===== config.mk =====
export PLATFORM = sky130hd
export DESIGN_NAME = potspi_front
export DESIGN_NICKNAME = d
export VERILOG_FILES = /design/src/rtl/potspi_pkg.sv /design/src/rtl/potspi_sync.sv /design/src/rtl/potspi_edges.sv /design/src/rtl/potspi_frame.sv /design/src/rtl/potspi_shout.sv /design/src/rtl/potspi_front.sv
export SDC_FILE = /design/constraint.sdc
export NUM_CORES = 1
export LEC_CHECK = 0
export BUFFER_PORTS_ARGS = -buffer_cell sky130_fd_sc_hd__buf_4
export CAP_MARGIN = 20
export CORE_AREA = 5 5 107 109
export CTS_BUF_LIST = sky130_fd_sc_hd__clkbuf_8 sky130_fd_sc_hd__clkbuf_16
export DETAILED_ROUTE_END_ITERATION = 10
export DIE_AREA = 0 0 112 114
export GPL_TIMING_DRIVEN = 1
export PLACE_DENSITY = 0.51
export SLEW_MARGIN = 0
export SYNTH_ARGS = -nofsm -noshare
export SYNTH_HDL_FRONTEND = slang
export SYNTH_SLANG_ARGS = --single-unit

===== constraint.sdc =====
create_clock -name clk -period 2.5 [get_ports clk]
set_input_delay 0.125 -clock clk [delete_from_list [all_inputs] [get_ports clk]]
set_output_delay 0.125 -clock clk [all_outputs]
set_load 0.005 [all_outputs]

===== src/rtl/potspi_pkg.sv =====
package potspi_pkg;
  localparam int BYTE_W = 8;
  localparam int CNT_W  = $clog2(BYTE_W);
  localparam logic [3:0] DEV_TYPE = 4'b0101;

  typedef enum logic [2:0] {
    CL_BAD, CL_XFER, CL_WRITE, CL_READ, CL_STATUS, CL_STEP
  } op_class_e;

  typedef enum logic [2:0] {
    FR_IDLE, FR_ID, FR_INSTR, FR_WDATA, FR_RDATA, FR_STEP, FR_DONE
  } frame_e;

  // Opcode to behaviour class.
  function automatic op_class_e classify(input logic [3:0] op);
    case (op)
      4'b1101, 4'b1110, 4'b0001, 4'b1000: return CL_XFER;
      4'b1010, 4'b1100:                   return CL_WRITE;
      4'b1001, 4'b1011:                   return CL_READ;
      4'b0101:                            return CL_STATUS;
      4'b0010:                            return CL_STEP;
      default:                            return CL_BAD;
    endcase
  endfunction

  // Identification byte check against the straps.
  function automatic logic id_match(input logic [BYTE_W-1:0] b, input logic [1:0] strap);
    return (b[7:4] == DEV_TYPE) && (b[3:2] == 2'b00) && (b[1:0] == strap);
  endfunction
endpackage


===== src/rtl/potspi_sync.sv =====
module potspi_sync #(
  parameter int W = 4,
  parameter int STAGES = 2,
  parameter logic [W-1:0] RST_VAL = '0
) (
  input  logic         clk,
  input  logic         rst_n,
  input  logic [W-1:0] d_i,
  output logic [W-1:0] q_o
);
  logic [W-1:0] stg [STAGES];

  always_ff @(posedge clk or negedge rst_n) begin
    if (!rst_n) begin
      for (int k = 0; k < STAGES; k++) stg[k] <= RST_VAL;
    end else begin
      stg[0] <= d_i;
      for (int k = 1; k < STAGES; k++) stg[k] <= stg[k-1];
    end
  end

  assign q_o = stg[STAGES-1];
endmodule


===== src/rtl/potspi_edges.sv =====
module potspi_edges (
  input  logic clk,
  input  logic rst_n,
  input  logic sck_s,
  input  logic cs_n_s,
  input  logic hold_n_s,
  output logic sck_rise_o,
  output logic sck_fall_o,
  output logic cs_fall_o,
  output logic held_o
);
  logic sck_d, cs_d, held;

  always_ff @(posedge clk or negedge rst_n) begin
    if (!rst_n) begin
      sck_d <= 1'b0;
      cs_d  <= 1'b0;
      held  <= 1'b0;
    end else begin
      sck_d <= sck_s;
      cs_d  <= cs_n_s;
      // Pause enters and leaves only while SCK is low.
      if (!sck_s) begin
        if (!held && !hold_n_s && !cs_n_s) held <= 1'b1;
        else if (held && hold_n_s)         held <= 1'b0;
      end
      if (cs_n_s) held <= 1'b0;
    end
  end

  assign sck_rise_o = sck_s & ~sck_d & ~held;
  assign sck_fall_o = ~sck_s & sck_d & ~held;
  assign cs_fall_o  = cs_d & ~cs_n_s;
  assign held_o     = held;
endmodule


===== src/rtl/potspi_frame.sv =====
module potspi_frame
  import potspi_pkg::*;
(
  input  logic              clk,
  input  logic              rst_n,
  input  logic              sck_rise,
  input  logic              si_s,
  input  logic              cs_n_s,
  input  logic              cs_fall,
  input  logic [1:0]        strap,
  output logic              cmd_valid_o,
  output logic [3:0]        cmd_op_o,
  output logic [1:0]        cmd_reg_o,
  output logic              cmd_pot_o,
  output logic [BYTE_W-1:0] cmd_data_o,
  output logic              step_valid_o,
  output logic              step_up_o,
  output logic              ld_rd_o,
  output logic              ld_st_o,
  output logic              out_phase_o,
  output logic              armed_o
);
  frame_e            state;
  logic [CNT_W-1:0]  bit_cnt;
  logic [BYTE_W-1:0] shin;
  logic [BYTE_W-1:0] shin_nx;
  logic              byte_end;
  op_class_e         cls_nx;

  assign shin_nx  = {shin[BYTE_W-2:0], si_s};
  assign byte_end = (bit_cnt == CNT_W'(BYTE_W-1));
  assign cls_nx   = classify(shin_nx[7:4]);

  always_ff @(posedge clk or negedge rst_n) begin
    if (!rst_n) begin
      state        <= FR_IDLE;
      bit_cnt      <= '0;
      shin         <= '0;
      armed_o      <= 1'b0;
      cmd_valid_o  <= 1'b0;
      cmd_op_o     <= '0;
      cmd_reg_o    <= '0;
      cmd_pot_o    <= 1'b0;
      cmd_data_o   <= '0;
      step_valid_o <= 1'b0;
      step_up_o    <= 1'b0;
      ld_rd_o      <= 1'b0;
      ld_st_o      <= 1'b0;
    end else begin
      cmd_valid_o  <= 1'b0;
      step_valid_o <= 1'b0;
      ld_rd_o      <= 1'b0;
      ld_st_o      <= 1'b0;
      if (cs_n_s) begin
        state   <= FR_IDLE;
        bit_cnt <= '0;
      end else if (cs_fall) begin
        armed_o <= 1'b1;
        state   <= FR_ID;
        bit_cnt <= '0;
      end else if (sck_rise) begin
        case (state)
          FR_ID, FR_INSTR, FR_WDATA: begin
            shin    <= shin_nx;
            bit_cnt <= bit_cnt + 1'b1;
            if (byte_end) begin
              if (state == FR_ID) begin
                state <= id_match(shin_nx, strap) ? FR_INSTR : FR_DONE;
              end else if (state == FR_INSTR) begin
                if (cls_nx != CL_BAD) begin
                  cmd_op_o  <= shin_nx[7:4];
                  cmd_reg_o <= shin_nx[3:2];
                  cmd_pot_o <= shin_nx[0];
                end
                case (cls_nx)
                  CL_XFER:   begin cmd_valid_o <= 1'b1; state <= FR_DONE; end
                  CL_WRITE:  state <= FR_WDATA;
                  CL_READ:   begin cmd_valid_o <= 1'b1; ld_rd_o <= 1'b1; state <= FR_RDATA; end
                  CL_STATUS: begin ld_st_o <= 1'b1; state <= FR_RDATA; end
                  CL_STEP:   state <= FR_STEP;
                  default:   state <= FR_DONE;
                endcase
              end else begin
                cmd_data_o  <= shin_nx;
                cmd_valid_o <= 1'b1;
                state       <= FR_DONE;
              end
            end
          end
          FR_STEP: begin
            step_valid_o <= 1'b1;
            step_up_o    <= si_s;
          end
          default: ;
        endcase
      end
    end
  end

  assign out_phase_o = (state == FR_RDATA);
endmodule


===== src/rtl/potspi_shout.sv =====
module potspi_shout
  import potspi_pkg::*;
(
  input  logic              clk,
  input  logic              rst_n,
  input  logic              sck_fall,
  input  logic              out_phase,
  input  logic              held,
  input  logic              cs_n_s,
  input  logic              ld_rd,
  input  logic              ld_st,
  input  logic [BYTE_W-1:0] rd_data,
  input  logic              wip,
  output logic              so_o,
  output logic              so_oe_o
);
  logic [BYTE_W-1:0] shreg;
  logic              so_q, driving;

  always_ff @(posedge clk or negedge rst_n) begin
    if (!rst_n) begin
      shreg   <= '0;
      so_q    <= 1'b0;
      driving <= 1'b0;
    end else begin
      if (ld_rd)      shreg <= rd_data;
      else if (ld_st) shreg <= {{(BYTE_W-1){1'b0}}, wip};
      else if (sck_fall && out_phase) begin
        so_q    <= shreg[BYTE_W-1];
        shreg   <= {shreg[BYTE_W-2:0], 1'b0};
        driving <= 1'b1;
      end
      if (!out_phase) driving <= 1'b0;
    end
  end

  assign so_o    = so_q;
  assign so_oe_o = driving & ~held & ~cs_n_s;
endmodule


===== src/rtl/potspi_front.sv =====
module potspi_front
  import potspi_pkg::*;
#(
  parameter int SYNC_STAGES = 2
) (
  input  logic              clk,
  input  logic              rst_n,
  input  logic              sck_i,
  input  logic              si_i,
  input  logic              cs_n_i,
  input  logic              hold_n_i,
  input  logic [1:0]        addr_strap_i,
  input  logic              wip_i,
  input  logic [BYTE_W-1:0] rd_data_i,
  output logic              so_o,
  output logic              so_oe_o,
  output logic              cmd_valid_o,
  output logic [3:0]        cmd_op_o,
  output logic [1:0]        cmd_reg_o,
  output logic              cmd_pot_o,
  output logic [BYTE_W-1:0] cmd_data_o,
  output logic              step_valid_o,
  output logic              step_up_o
);
  logic [3:0] pins_s;
  logic sck_s, si_s, cs_n_s, hold_n_s;
  logic sck_rise, sck_fall, cs_fall, held;
  logic ld_rd, ld_st, out_phase, armed;

  // Select resets low so a select held low through reset is not a fall.
  potspi_sync #(.W(4), .STAGES(SYNC_STAGES), .RST_VAL(4'b1000)) u_sync (
    .clk(clk), .rst_n(rst_n),
    .d_i({hold_n_i, cs_n_i, si_i, sck_i}),
    .q_o(pins_s)
  );
  assign {hold_n_s, cs_n_s, si_s, sck_s} = pins_s;

  potspi_edges u_edges (
    .clk(clk), .rst_n(rst_n), .sck_s(sck_s), .cs_n_s(cs_n_s), .hold_n_s(hold_n_s),
    .sck_rise_o(sck_rise), .sck_fall_o(sck_fall), .cs_fall_o(cs_fall), .held_o(held)
  );

  potspi_frame u_frame (
    .clk(clk), .rst_n(rst_n), .sck_rise(sck_rise), .si_s(si_s), .cs_n_s(cs_n_s),
    .cs_fall(cs_fall), .strap(addr_strap_i),
    .cmd_valid_o(cmd_valid_o), .cmd_op_o(cmd_op_o), .cmd_reg_o(cmd_reg_o),
    .cmd_pot_o(cmd_pot_o), .cmd_data_o(cmd_data_o),
    .step_valid_o(step_valid_o), .step_up_o(step_up_o),
    .ld_rd_o(ld_rd), .ld_st_o(ld_st), .out_phase_o(out_phase), .armed_o(armed)
  );

  potspi_shout u_shout (
    .clk(clk), .rst_n(rst_n), .sck_fall(sck_fall), .out_phase(out_phase), .held(held),
    .cs_n_s(cs_n_s), .ld_rd(ld_rd), .ld_st(ld_st), .rd_data(rd_data_i), .wip(wip_i),
    .so_o(so_o), .so_oe_o(so_oe_o)
  );

  // Strobes only ever follow a synchronized rising SCK edge.
  p_cmd_after_rise_r3: assert property (@(posedge clk) disable iff (!rst_n)
    cmd_valid_o |-> $past(sck_rise));

  // Commands and steps are mutually exclusive.
  p_cmd_step_excl_r7: assert property (@(posedge clk) disable iff (!rst_n)
    $onehot0({cmd_valid_o, step_valid_o}));

  // No activity before the first select fall.
  p_unarmed_quiet_r10: assert property (@(posedge clk) disable iff (!rst_n)
    !armed |-> (!cmd_valid_o && !step_valid_o && !so_oe_o));

  // A paused frame produces nothing.
  p_held_no_strobe_r8: assert property (@(posedge clk) disable iff (!rst_n)
    $past(held) |-> (!step_valid_o && !cmd_valid_o));

  // Driven SO only changes after a falling SCK edge.
  p_so_on_fall_r5: assert property (@(posedge clk) disable iff (!rst_n)
    (so_oe_o && $past(so_oe_o) && (so_o != $past(so_o))) |-> $past(sck_fall));

  // Output enable needs select low.
  p_oe_needs_sel_r9: assert property (@(posedge clk) disable iff (!rst_n)
    so_oe_o |-> !$past(cs_n_s) || !cs_n_s);
endmodule


## Word-level counts from Yosys, hierarchy flattened

Memory sizes are Yosys's and may differ from the RTL's.
Cells that the tools add are included.

- Register bits after elaboration: 54
- Bits in read-only memories: 48
- Output and inout bits: 20
- Word-level logic and storage cells: 135
- Memories kept: 1

- Add/subtract/negate cells: 1
- Equal/unequal tests: 17
- Multiplexer cells: 52
- Bitwise gates (word level): 16
- Reductions and logical operators: 28

Memories:

| memory | depth | width | rd ports | clocked after memory_dff | wr ports | RTL line | text |
|---|---|---|---|---|---|---|---|
| (name not given) | 16 | 3 | 1 | 0 | 0 | potspi_pkg.sv:16 | `case (op)` |

Operator list:

| kind | number |
|---|---|
| $mux W1 | 36 |
| $mux W3 | 12 |
| $mux W8 | 3 |
| $reduce_bool A3 Y1 | 6 |
| $eq A3 B3 Y1 const B | 5 |
| $eq A3 B2 Y1 const B | 4 |
| $not A1 Y1 | 9 |
| $pmux W3 S3 | 1 |
| $reduce_and A3 Y1 | 3 |
| $reduce_and A4 Y1 | 2 |
| $reduce_and A8 Y1 | 1 |
| $and A1 B1 Y1 | 7 |
| $reduce_and A7 Y1 | 1 |
| $eq A3 B1 Y1 const B | 2 |
| $logic_and A1 B1 Y1 | 6 |
| $ne A2 B2 Y1 const B | 3 |
| $eq A4 B3 Y1 const B | 1 |
| $reduce_and A2 Y1 | 2 |
| $reduce_or A2 Y1 | 2 |
| $add A3 B1 Y3 const B | 1 |
| $logic_not A1 Y1 | 3 |
| $reduce_or A3 Y1 | 1 |
| $eq A2 B2 Y1 | 1 |
| $logic_not A2 Y1 | 1 |
| $ne A2 B1 Y1 const B | 1 |

## Logic depth before layout (Yosys ltp)

Gate-level depths: netlist (run 1).
An unclocked memory read counts as a cell.

- Depth in word-level cells: 11
- Depth in mapped cells: 6
- Gate-level depth less buffers: 6

## By module

Synthesis (run 1) repeated with hierarchy kept, for this count alone.

- Cell total of the unflattened synthesis: 209
- Area, all modules: 2511.2 sq um

By module, submodules not included:

| module | times used | cells an instance | area an instance (sq um) |
|---|---|---|---|
| potspi_frame | 1 | 143 | 1674.1 |
| potspi_shout | 1 | 45 | 489.2 |
| potspi_sync | 1 | 12 | 232.7 |
| potspi_edges | 1 | 9 | 115.1 |

## Least setup slack after synthesis (run 1)

OpenSTA, ideal clock, no wires.

- Path kind: reg2reg
- Start point: reg u_frame.shin[3]
- End point: reg u_frame.cmd_op_o[0]
- Library setup time: 0.125 ns
- Data arrival time: 1.791 ns
- Path slack: 0.584 ns
- Stages on the path, launching flop included: 7
- Buffers on the path: 0
- Cells stage by stage: dfrtp_1 -> inv_1 -> ha_1 -> nand2b_1 -> a221oi_2 -> o2111ai_2 -> mux2_2

- Cells in the longest elaborated chain, start to end: 3

Ends and longest elaborated chain:

| item | RTL line | text |
|---|---|---|
| from (decl) | potspi_frame.sv:25 | `logic [BYTE_W-1:0] shin;` |
| from (signal assigned) | potspi_frame.sv:64 | `shin <= shin_nx;` |
| $mem_v2 Z16 W3 | - |  |
| $reduce_bool A3 Y1 | potspi_frame.sv:70 | `if (cls_nx != CL_BAD) begin` |
| $reduce_and A8 Y1 (no source line) | - |  |
| to (signal assigned) | potspi_frame.sv:71 | `cmd_op_o <= shin_nx[7:4];` |
| to (decl) | potspi_frame.sv:12 | `output logic [3:0] cmd_op_o,` |

Parallel ways exist; a longest one is shown, timed or not.
A chain may end at the register's enable or synchronous reset.

## Worst setup path in the final report (run 1)

- Start point: reg u_frame.shin[4]
- End point: reg u_frame.cmd_reg_o[1]

- Cells in the longest elaborated chain, start to end: 3

Ends and longest elaborated chain:

| item | RTL line | text |
|---|---|---|
| $mem_v2 Z16 W3 | - |  |
| $reduce_bool A3 Y1 | potspi_frame.sv:70 |  |
| $reduce_and A8 Y1 (no source line) | - |  |
| to (signal assigned) | potspi_frame.sv:72 | `cmd_reg_o <= shin_nx[3:2];` |
| to (decl) | potspi_frame.sv:13 | `output logic [1:0] cmd_reg_o,` |

Every way passes these cells.

==> flow_metrics.py, run 1 <==
metrics = {
    "logic_synthesis": {
        "synthArstFlopShare_pct": 100,
        "synthAdderAreaFrac_pct": 3.65,
        "synth_top_area_cell": "dfrtp_1",
        "synth_mux_area_share_pct": 13.5,
        "synthSimpleGateAreaFrac_pct": 14.1,
        "yosysUniqueCellTypes": 44,
        "syn-cell-area_sq_um": 2400,
        "synth_top_family_by_area": "simple AND/OR/NAND/NOR gates",
        "ys_warn_count": 0,
        "synth_xor_area_share_pct": 1.09,
        "ys_seq_area_share_pct": 56.4,
        "synthCells": 194,
        "synth.area.top_cells": "dfrtp_1, mux2_2, mux2i_1",
        "synth.most_common_cell": "dfrtp_1",
        "synth_edf_count": 0,
        "syn_nets": 218,
        "yosys_most_used_dff": "dfrtp_1",
        "synthTopCellsByCount": "dfrtp_1, mux2_2, nand2_1",
        "syn-mean-instance-area_sq_um": 12.4,
        "synth_top_area_share_pct": 54.2,
        "synth-compound-area-share_pct": 8.91,
        "ys_seq_elements": 54,
    },
    "timing": {
        "fin_crit_ps": 2200,
        "finalHoldViolCount": 0,
        "maxSlewHeadroom_pct": 53.6,
        "skew_ps": 4.18,
        "rsz0062_at_grt": "false",
        "period_share_pct": 88.1,
        "finalSetupViolations": 0,
        "tightest_slew_ps": 695,
        "whs_ps": 28.6,
        "fin_setup_tns_ps": 0,
        "fmax_mhz": 454,
        "maxSlewViolCount": 0,
    },
    "grt": {
        "grt_antenna_before_repair": 0,
        "grt_max_degree": 55,
        "grtUsageTotal_pct": 7.85,
        "grt_overflow_total": 0,
        "grt_pass1_wl_um": 8080,
        "grt_pass1_vias": 1676,
    },
    "cts": {
        "clock_latency_ps": 310,
        "clk_pin_slew_ps": 100,
        "cts-root-buf": "clkbuf_8",
        "cts_tree": "yes",
        "cts_buffer_depth": 2,
        "post_cts_buffers": 0,
        "numClockSinks": 54,
        "cts_buffers": 5,
        "h-tree-depth": 2,
    },
    "setup_path": {
        "crit_path_start_kind": "flop",
        "crit_path_end_kind": "flop",
        "worst_path_max_delay_cell": "dfrtp_1",
        "slowest_delay_ps": 430,
        "cp.required_ps": 2700,
        "worst-path-max-fanout": 7,
        "arrival_ps": 2400,
        "crit_type": "reg -> reg",
        "cp_cell_sequence": "inv_1, ha_1, nand2b_1, a221oi_2, o2111ai_2, mux2_2",
    },
    "drt": {
        "routedWlPerCell_um": 13.0,
        "met1_length_um": 2330,
        "first_pass_iters": 4,
        "highest_layer": "met4",
        "wirelength_um": 4900,
        "drc": 0,
        "wl_met2_um": 2380,
        "met3_length_um": 107,
        "drtIter0Drc": 48,
        "vias": 1603,
        "ant_nets": 0,
        "avgViaCountPerCell": 4.24,
    },
    "floorplanning": {
        "ioPinCount": 37,
        "initial_utilization_pct": 22.9,
        "row_count": 38,
        "die_w_um": 112,
        "die_area_sq_um": 12800,
        "dieHeight_um": 114,
        "design.core.area_sq_um": 10500,
    },
    "power_and_ir_drop": {
        "vdd_drop_max_mv": 0.211,
        "p_leak_nw": 1.39,
        "powerDensity_nw_per_um2": 525,
    },
    "layout": {
        "diodes": 0,
        "area_growth_pct": 24.5,
        "n_fill_cell": 1091,
        "layout-drive-gt1-share_pct": 34.0,
        "final_nets": 261,
    },
    "place": {
        "port_buffers": 36,
        "dpl.hpwl_um": 3500,
        "gp_congestion": 0.757,
    },
    "run": {
        "drv_cap": 0,
    },
    "hold_path": {
        "worstHoldPathType": "in -> reg",
    },
    "status": {
        "outcome": "complete, no violations",
    },
}
[logic make-up after synthesis]
kind of cell | Yosys count
and+or+nand+nor | 56
buffers and inverters | 13
AOI/OAI and AO/OA | 31
xor gates and xnor gates | 3
adders and majority gates | 7
DFF | 54
muxes | 30
[final timing paths]
kind,start,endpoint,slack (ps),depth (start not counted)
max,u_frame.shin[4]$_DFFE_PN0P_,u_frame.cmd_reg_o[1]$_DFFE_PN0P_,300,6
min,rd_data_i[3],u_shout.shreg[3]$_DFFE_PN0P_,30,3
max reg2reg,u_frame.shin[4]$_DFFE_PN0P_,u_frame.cmd_reg_o[1]$_DFFE_PN0P_,300,6
min reg2reg,u_sync.stg[5]$_DFF_PN0_,u_sync.q_o[1]$_DFF_PN0_,360,0
max in group asynchronous,rst_n,u_frame.shin[3]$_DFFE_PN0P_,1640,2
min in group asynchronous,rst_n,u_shout.shreg[4]$_DFFE_PN0P_,400,2
[layer usage]
metal,track usage (%),vias up
li1,-,776
met1,9.90,796
met2,13.1,26
met3,1.70,5
met4,3.29,0
met5,0,-
[metrics by stage]
| stage | util (%) | total power, mW | cells | instance area [sq um] | setup WS (ps) |
|---|---|---|---|---|---|
| floorplan | - | 0.951 | 194 | 2400 | 584 |
| detailed placement | 26.9 | 0.998 | 365 | 2830 | 285 |
| global route | 28.5 | 1.64 | 378 | 2990 | 133 |
| CTS | 28.5 | 1.60 | 378 | 2990 | 267 |
| finish | 28.5 | 1.57 | 378 | 2990 | 297 |
| global placement | 26.9 | 0.997 | 365 | 2830 | 364 |
[layout by cell type, fill, tap and decap left out, types with 2 or more instances in the layout]
master	instances
o21ai_0	13
dfrtp_1	52
clkinv_2	2
xnor2_1	3
o21a_1	2
a41oi_1	2
a21oi_1	4
mux2_2	20
or2_2	3
nand3_1	3
clkbuf_8	5
nor3b_1	4
inv_1	5
ha_1	7
mux2i_1	10
nor2_1	11
nand2_1	14
dfstp_2	2
buf_4	39
dlygate4sd3_1	5
nor3_1	3
nor2b_1	2
and3_1	2
and4b_1	2
o32ai_1	2
[layout make-up]
type / instances / area (sq um) / share of cell area [%]
Clock buffer: 5 / 68.8 / 2.30
Tap cell: 140 / 175 / 5.86
Multi-Input combinational cell: 127 / 991 / 33.1
Sequential cell: 54 / 1350 / 45.3
Timing Repair Buffer: 44 / 343 / 11.5
Clock inverter: 3 / 40.0 / 1.34
Inverter: 5 / 18.8 / 0.628
[flip-flops by register name, summed over array words and instances (netlist names)]
| name | cells |
|---|---|
| u_frame.step_valid_o | 1 |
| u_shout.driving | 1 |
| u_frame.shin | 7 |
| u_frame.state | 3 |
| u_edges.cs_d | 1 |
| u_frame.bit_cnt | 3 |
| u_frame.ld_st_o | 1 |
| u_frame.cmd_reg_o | 2 |
| u_shout.so_o | 1 |
| u_sync.q_o | 4 |
| u_sync.stg | 4 |
| u_frame.cmd_pot_o | 1 |
| u_edges.sck_d | 1 |
| u_frame.ld_rd_o | 1 |
| u_edges.held_o | 1 |
| u_shout.shreg | 8 |
| u_frame.cmd_op_o | 4 |
| u_frame.step_up_o | 1 |
| u_frame.cmd_data_o | 8 |
| u_frame.cmd_valid_o | 1 |
[worst max-delay path, delay by kind of cell, from the launching register on]
| kind | cells | cell delay (ps) |
|---|---|---|
| AOI/OAI and AO/OA | 2 | 700 |
| adders and majority gates | 1 | 360 |
| and+or+nand+nor | 1 | 120 |
| buffers and inverters | 1 | 110 |
| muxes | 1 | 370 |
| DFF | 1 | 430 |
[timing repair]
| action | in CTS | in global routing |
|---|---|---|
| resized for setup | 0 | 0 |
| hold endpoints to repair | 56 | 0 |
| hold buffers | 5 | 0 |
[power breakdown]
| part | leakage (nW) | internal [mW] | switching (mW) |
|---|---|---|---|
| clock network | 0.0579 | 0.295 | 0.290 |
| logic | 0.643 | 0.0387 | 0.0372 |
| registers | 0.689 | 0.891 | 0.0173 |
| total | 1.39 | 1.23 | 0.345 |
(Power assumes the default switching activity.)
==> run 2: changes to the inputs <==
--- a/config.mk
+++ b/config.mk
@@ -7,12 +7,12 @@
 export LEC_CHECK = 0
 export BUFFER_PORTS_ARGS = -buffer_cell sky130_fd_sc_hd__buf_4
 export CAP_MARGIN = 20
-export CORE_AREA = 5 5 107 109
+export CORE_AREA = 5 5 84 86
 export CTS_BUF_LIST = sky130_fd_sc_hd__clkbuf_8 sky130_fd_sc_hd__clkbuf_16
 export DETAILED_ROUTE_END_ITERATION = 10
-export DIE_AREA = 0 0 112 114
+export DIE_AREA = 0 0 89 91
 export GPL_TIMING_DRIVEN = 1
-export PLACE_DENSITY = 0.51
+export PLACE_DENSITY = 0.69
 export SLEW_MARGIN = 0
 export SYNTH_ARGS = -nofsm -noshare
 export SYNTH_HDL_FRONTEND = slang
==> flow_metrics.py, run 2 (synthesis results as in run 1) <==
metrics = {
    "setup_path": {
        "rr_worst_depth": 6,
        "setup.worst_path.start": "u_frame.shin[4]$_DFFE_PN0P_",
        "crit_type": "reg -> reg",
        "cp.required_ps": 2690,
        "r2r-start": "u_frame.shin[4]$_DFFE_PN0P_",
        "arrival_ps": 2380,
        "crit_path_end_kind": "flop",
        "worst-path-max-fanout": 7,
        "crit_path_start_kind": "flop",
        "reg2reg_setup_slack_ps": 300,
    },
    "grt": {
        "grt_pass1_wl_um": 7460,
        "grt_overflow_total": 0,
        "grt_max_degree": 55,
        "grt.busiest_layer": "met2",
        "use_met1_pct": 14.1,
        "grt_pass1_vias": 1654,
        "grtUsageTotal_pct": 11.5,
        "use_met3_pct": 2.62,
        "grt_antenna_before_repair": 0,
        "met2_usage_pct": 19.5,
    },
    "drt": {
        "routedWlPerCell_um": 13.6,
        "wirelength_um": 4260,
        "first_pass_iters": 4,
        "drc": 0,
        "drtIter0Drc": 93,
        "avgViaCountPerCell": 5.02,
        "ant_nets": 0,
        "vias": 1571,
    },
    "timing": {
        "maxSlewViolCount": 0,
        "rsz0062_at_grt": "false",
        "finalHoldViolCount": 0,
        "fmax_mhz": 455,
        "maxSlewHeadroom_pct": 56.5,
        "skew_ps": 7.92,
        "fin_setup_tns_ps": 0,
        "period_share_pct": 87.9,
        "tightest_slew_ps": 653,
        "fin_crit_ps": 2200,
        "finalSetupViolations": 0,
    },
    "place": {
        "dpl.hpwl_um": 3070,
        "port_buffers": 36,
        "gp_congestion": 0.845,
        "place_area_sq_um": 2750,
        "dp.cells": 301,
    },
    "cts": {
        "cts-root-buf": "clkbuf_8",
        "clock_latency_ps": 300,
        "cts_buffer_depth": 2,
        "h-tree-depth": 2,
        "cts_resized": 0,
        "clk_pin_slew_ps": 90,
        "numClockSinks": 54,
        "cts_buffers": 5,
        "cts_tree": "yes",
    },
    "status": {
        "outcome": "complete, no violations",
    },
    "run": {
        "drv_cap": 0,
    },
    "power_and_ir_drop": {
        "power_frac_seq_pct": 63.6,
        "p_sw_mw": 0.309,
        "p_leak_nw": 1.37,
        "vdd_drop_max_mv": 0.336,
        "p_int_mw": 1.12,
        "pwr-share-comb_pct": 5.2,
        "swShare_pct": 21.6,
        "powerDensity_nw_per_um2": 496,
        "clkPwrFrac_pct": 31.2,
    },
    "layout": {
        "final_cell_mix": "dfrtp_1, buf_4, mux2_2",
        "final_nets": 260,
        "final_cell_area_sq_um": 2870,
        "diodes": 0,
        "area_growth_pct": 19.6,
        "n_fill_cell": 566,
        "fin_cells": 313,
        "final_util_pct": 46.3,
        "layout-drive-gt1-share_pct": 33.5,
        "reg_top3": "u_frame.cmd_data_o: 8 flops, u_shout.shreg: 8 flops, u_frame.shin: 7 flops",
        "final_common_cell": "dfrtp_1",
    },
    "floorplanning": {
        "ioPinCount": 37,
        "row_count": 29,
        "dieHeight_um": 91,
        "die_w_um": 89,
        "design.core.area_sq_um": 6200,
        "die_area_sq_um": 8100,
        "initial_utilization_pct": 38.7,
    },
    "hold_path": {
        "worstHoldPathType": "in -> reg",
        "hold_start": "rd_data_i[5]",
        "worstHoldPathCells": 3,
    },
}
run 2: routing by layer:
layer | vias to the layer above | share of wire, %
met5 | - | 0
met4 | 0 | 1.9
met3 | 7 | 4.0
met2 | 36 | 49
met1 | 762 | 45
li1 | 766 | -
run 2: final cells by class:
type	count	area [sq um]	share of cell area, %
tap	77	96.3	3.35
multi-input combinational	127	991	34.5
clock inverter	2	10.0	0.348
inverter	5	18.8	0.653
sequential	54	1350	47.1
timing repair buffer	43	335	11.7
clock buffer	5	68.8	2.39
run 2: power groups by stage:
stage | sequential [mW] | clock (mW) | combinational (mW)
after floorplan | 0.919 | 0 | 0.0323
after global placement | 0.925 | 0 | 0.0689
after CTS | 0.908 | 0.466 | 0.0764
final | 0.907 | 0.445 | 0.0742
after detailed placement | 0.925 | 0 | 0.0702
after global routing | 0.911 | 0.502 | 0.0848
run 2: worst paths after layout:
kind | endpoint
max | u_frame.cmd_pot_o$_DFFE_PN0P_
min | u_shout.shreg[5]$_DFFE_PN0P_
max reg2reg | u_frame.cmd_pot_o$_DFFE_PN0P_
min reg2reg | u_sync.q_o[2]$_DFF_PN0_
max in group asynchronous | u_edges.held_o$_DFFE_PN0P_
min in group asynchronous | u_frame.cmd_data_o[5]$_DFFE_PN0P_
run 2: what timing repair did:
| item | 4_1_cts | 5_1_grt |
|---|---|---|
| setup buffers | 0 | 0 |
| endpoints found under the hold margin | 56 | 0 |
| hold buffers | 5 | 0 |
run 2: stage by stage:
step           setup slack [ps]  hold slack (ps)  power, mW
2_1_floorplan               584             -171      0.951
6_report                    302             27.2       1.43
4_1_cts                     284             24.3       1.45
5_1_grt                     138             28.0       1.50
3_3_place_gp                368              206      0.993
3_5_place_dp                289              206      0.995
run 2: worst max-delay path, cell delays in order (launching register included):
cell and delay, ps:
dfrtp_1 440, inv_1 120, ha_1 370, nand2b_1 120, a221oi_2 370, o2111ai_2 310
mux2_2 360
==> run 3: changes to the inputs <==
--- a/config.mk
+++ b/config.mk
@@ -9,10 +9,11 @@
 export CAP_MARGIN = 20
 export CORE_AREA = 5 5 84 86
 export CTS_BUF_LIST = sky130_fd_sc_hd__clkbuf_8 sky130_fd_sc_hd__clkbuf_16
+export CTS_CLUSTER_DIAMETER = 30
 export DETAILED_ROUTE_END_ITERATION = 10
 export DIE_AREA = 0 0 89 91
 export GPL_TIMING_DRIVEN = 1
-export PLACE_DENSITY = 0.69
+export PLACE_DENSITY = 0.72
 export SLEW_MARGIN = 0
 export SYNTH_ARGS = -nofsm -noshare
 export SYNTH_HDL_FRONTEND = slang
==> constraint.sdc (replaced) <==
create_clock -name clk -period 1.8 [get_ports clk]
set_input_delay 0.09 -clock clk [delete_from_list [all_inputs] [get_ports clk]]
set_output_delay 0.09 -clock clk [all_outputs]
set_load 0.005 [all_outputs]
==> flow_metrics.py, run 3 (synthesis results as in run 1) <==
metrics = {
    "timing": {
        "maxSlewViolCount": 0,
        "period_share_pct": 109,
        "fin_crit_ps": 1960,
        "setup_ws_ps": -159,
        "maxSlewHeadroom_pct": 56.1,
        "fmax_mhz": 511,
        "tightest_slew_ps": 659,
        "skew_ps": 5.39,
        "finalSetupViolations": 7,
        "finalHoldViolCount": 0,
        "rsz0062_at_grt": "true",
    },
    "cts": {
        "cts_buffers": 5,
        "cts_buffer_depth": 2,
        "cts_tree": "yes",
        "h-tree-depth": 2,
        "clock_latency_ps": 300,
        "numClockSinks": 54,
        "cts-root-buf": "clkbuf_8",
        "clk_pin_slew_ps": 100,
    },
    "grt": {
        "grtUsageTotal_pct": 13.2,
        "use_met1_pct": 18.2,
        "use_met3_pct": 2.62,
        "grt_max_degree": 55,
        "grt_overflow_total": 0,
        "met2_usage_pct": 21.0,
        "grt_pass1_vias": 1822,
        "grt.busiest_layer": "met2",
        "grt_antenna_before_repair": 0,
        "grt_pass1_wl_um": 8560,
    },
    "floorplanning": {
        "ioPinCount": 37,
        "dieHeight_um": 91,
        "die_w_um": 89,
        "initial_utilization_pct": 38.7,
        "die_area_sq_um": 8100,
        "row_count": 29,
        "design.core.area_sq_um": 6200,
    },
    "setup_path": {
        "cp_cell_sequence": "buf_4, ha_1, mux2i_1, nor2_1, o2111ai_4, mux2_2",
        "worst-path-max-fanout": 7,
        "crit_type": "reg -> reg",
        "slowest_delay_ps": 400,
        "cp.required_ps": 1990,
        "arrival_ps": 2150,
        "crit_path_end_kind": "flop",
        "crit_path_start_kind": "flop",
        "worst_path_max_delay_cell": "dfrtp_1",
    },
    "status": {
        "violations": "setup timing",
        "outcome": "finished, violations left",
    },
    "drt": {
        "vias": 1717,
        "first_pass_iters": 4,
        "avgViaCountPerCell": 4.96,
        "routedWlPerCell_um": 13.9,
        "wirelength_um": 4820,
        "ant_nets": 0,
        "drc": 0,
        "drtIter0Drc": 140,
    },
    "power_and_ir_drop": {
        "vdd_drop_max_mv": 0.453,
        "p_leak_nw": 1.55,
        "finalPower_mw": 2.12,
        "powerDensity_nw_per_um2": 660,
    },
    "place": {
        "dpl.hpwl_um": 3530,
        "gp_congestion": 0.834,
        "pre_cts_slack_ps": -120,
        "port_buffers": 36,
    },
    "layout": {
        "final_common_cell": "buf_4",
        "final_cell_mix": "buf_4, dfrtp_1, mux2_2",
        "layout-drive-gt1-share_pct": 43.1,
        "diodes": 0,
        "area_growth_pct": 33.6,
        "reg_top3": "u_frame.cmd_data_o: 8 flops, u_shout.shreg: 8 flops, u_frame.shin: 7 flops",
        "n_fill_cell": 513,
        "final_nets": 292,
    },
    "hold_path": {
        "worstHoldPathType": "in -> reg",
    },
    "run": {
        "drv_cap": 0,
    },
}
run 3: per-layer routing:
layer,up-vias,wire [um]
met3,2,198
met4,0,26
li1,837,-
met1,836,2200
met5,-,0
met2,42,2390
run 3: cell type report:
cell class | instances | area, sq um | area share, %
timing repair buffer | 75 | 587 | 18.3
sequential | 54 | 1350 | 42.2
tap | 77 | 96.3 | 3.00
inverter | 5 | 18.8 | 0.585
multi-input combinational | 127 | 1050 | 32.7
clock inverter | 1 | 8.76 | 0.273
clock buffer | 7 | 96.3 | 3.00
run 3: through the flow:
| step | std cells | utilization, % | cell area (sq um) | setup TNS [ps] | hold WS (ps) |
|---|---|---|---|---|---|
| final | 346 | 51.7 | 3210 | -907 | 3.19 |
| after global routing | 346 | 51.7 | 3210 | -1440 | 6.09 |
| after CTS | 344 | 51.3 | 3180 | -531 | 0.400 |
| after detailed placement | 326 | 48.1 | 2980 | -698 | 171 |
| after global placement | 326 | 48.1 | 2980 | -227 | 166 |
| after floorplan | 194 | - | 2450 | -18.0 | -206 |
run 3: path summary, 6_finish.rpt:
kind	slack, ps	cells past startpoint	start	endpoint
worst max register to register	-160	6	u_frame.shin[3]$_DFFE_PN0P_	u_frame.cmd_reg_o[0]$_DFFE_PN0P_
max in group asynchronous	1010	2	rst_n	u_frame.shin[6]$_DFFE_PN0P_
worst min-delay path	3	3	rd_data_i[0]	u_shout.shreg[0]$_DFFE_PN0P_
worst max-delay path	-160	6	u_frame.shin[3]$_DFFE_PN0P_	u_frame.cmd_reg_o[0]$_DFFE_PN0P_
worst min register to register	360	0	u_sync.stg[6]$_DFF_PN0_	u_sync.q_o[2]$_DFF_PN0_
min in group asynchronous	360	2	rst_n	u_frame.cmd_data_o[3]$_DFFE_PN0P_
run 3: timing repair:
item                                    in CTS  in global routing
gates cloned                                 0                  0
gates resized for setup                      1                  3
endpoints found under the hold margin       59                  0
pin swaps                                    1                  0
hold buffers                                 8                  0
setup buffers                                2                  2
endpoints found under the setup margin       7                 12
run 3: worst max-delay path: cells and delay by family (launching register included):
| kind | cells | cell delay, ps |
|---|---|---|
| DFF | 1 | 400 |
| adders and majority gates | 1 | 200 |
| muxes | 2 | 600 |
| AOI/OAI and AO/OA | 1 | 380 |
| buffers and inverters | 1 | 150 |
| and+or+nand+nor | 1 | 120 |
run 3: report_power, final:
part           total, mW  internal, mW  switching [mW]
sequential          1.26          1.24          0.0197
clock              0.732         0.353           0.379
combinational      0.129        0.0704          0.0588
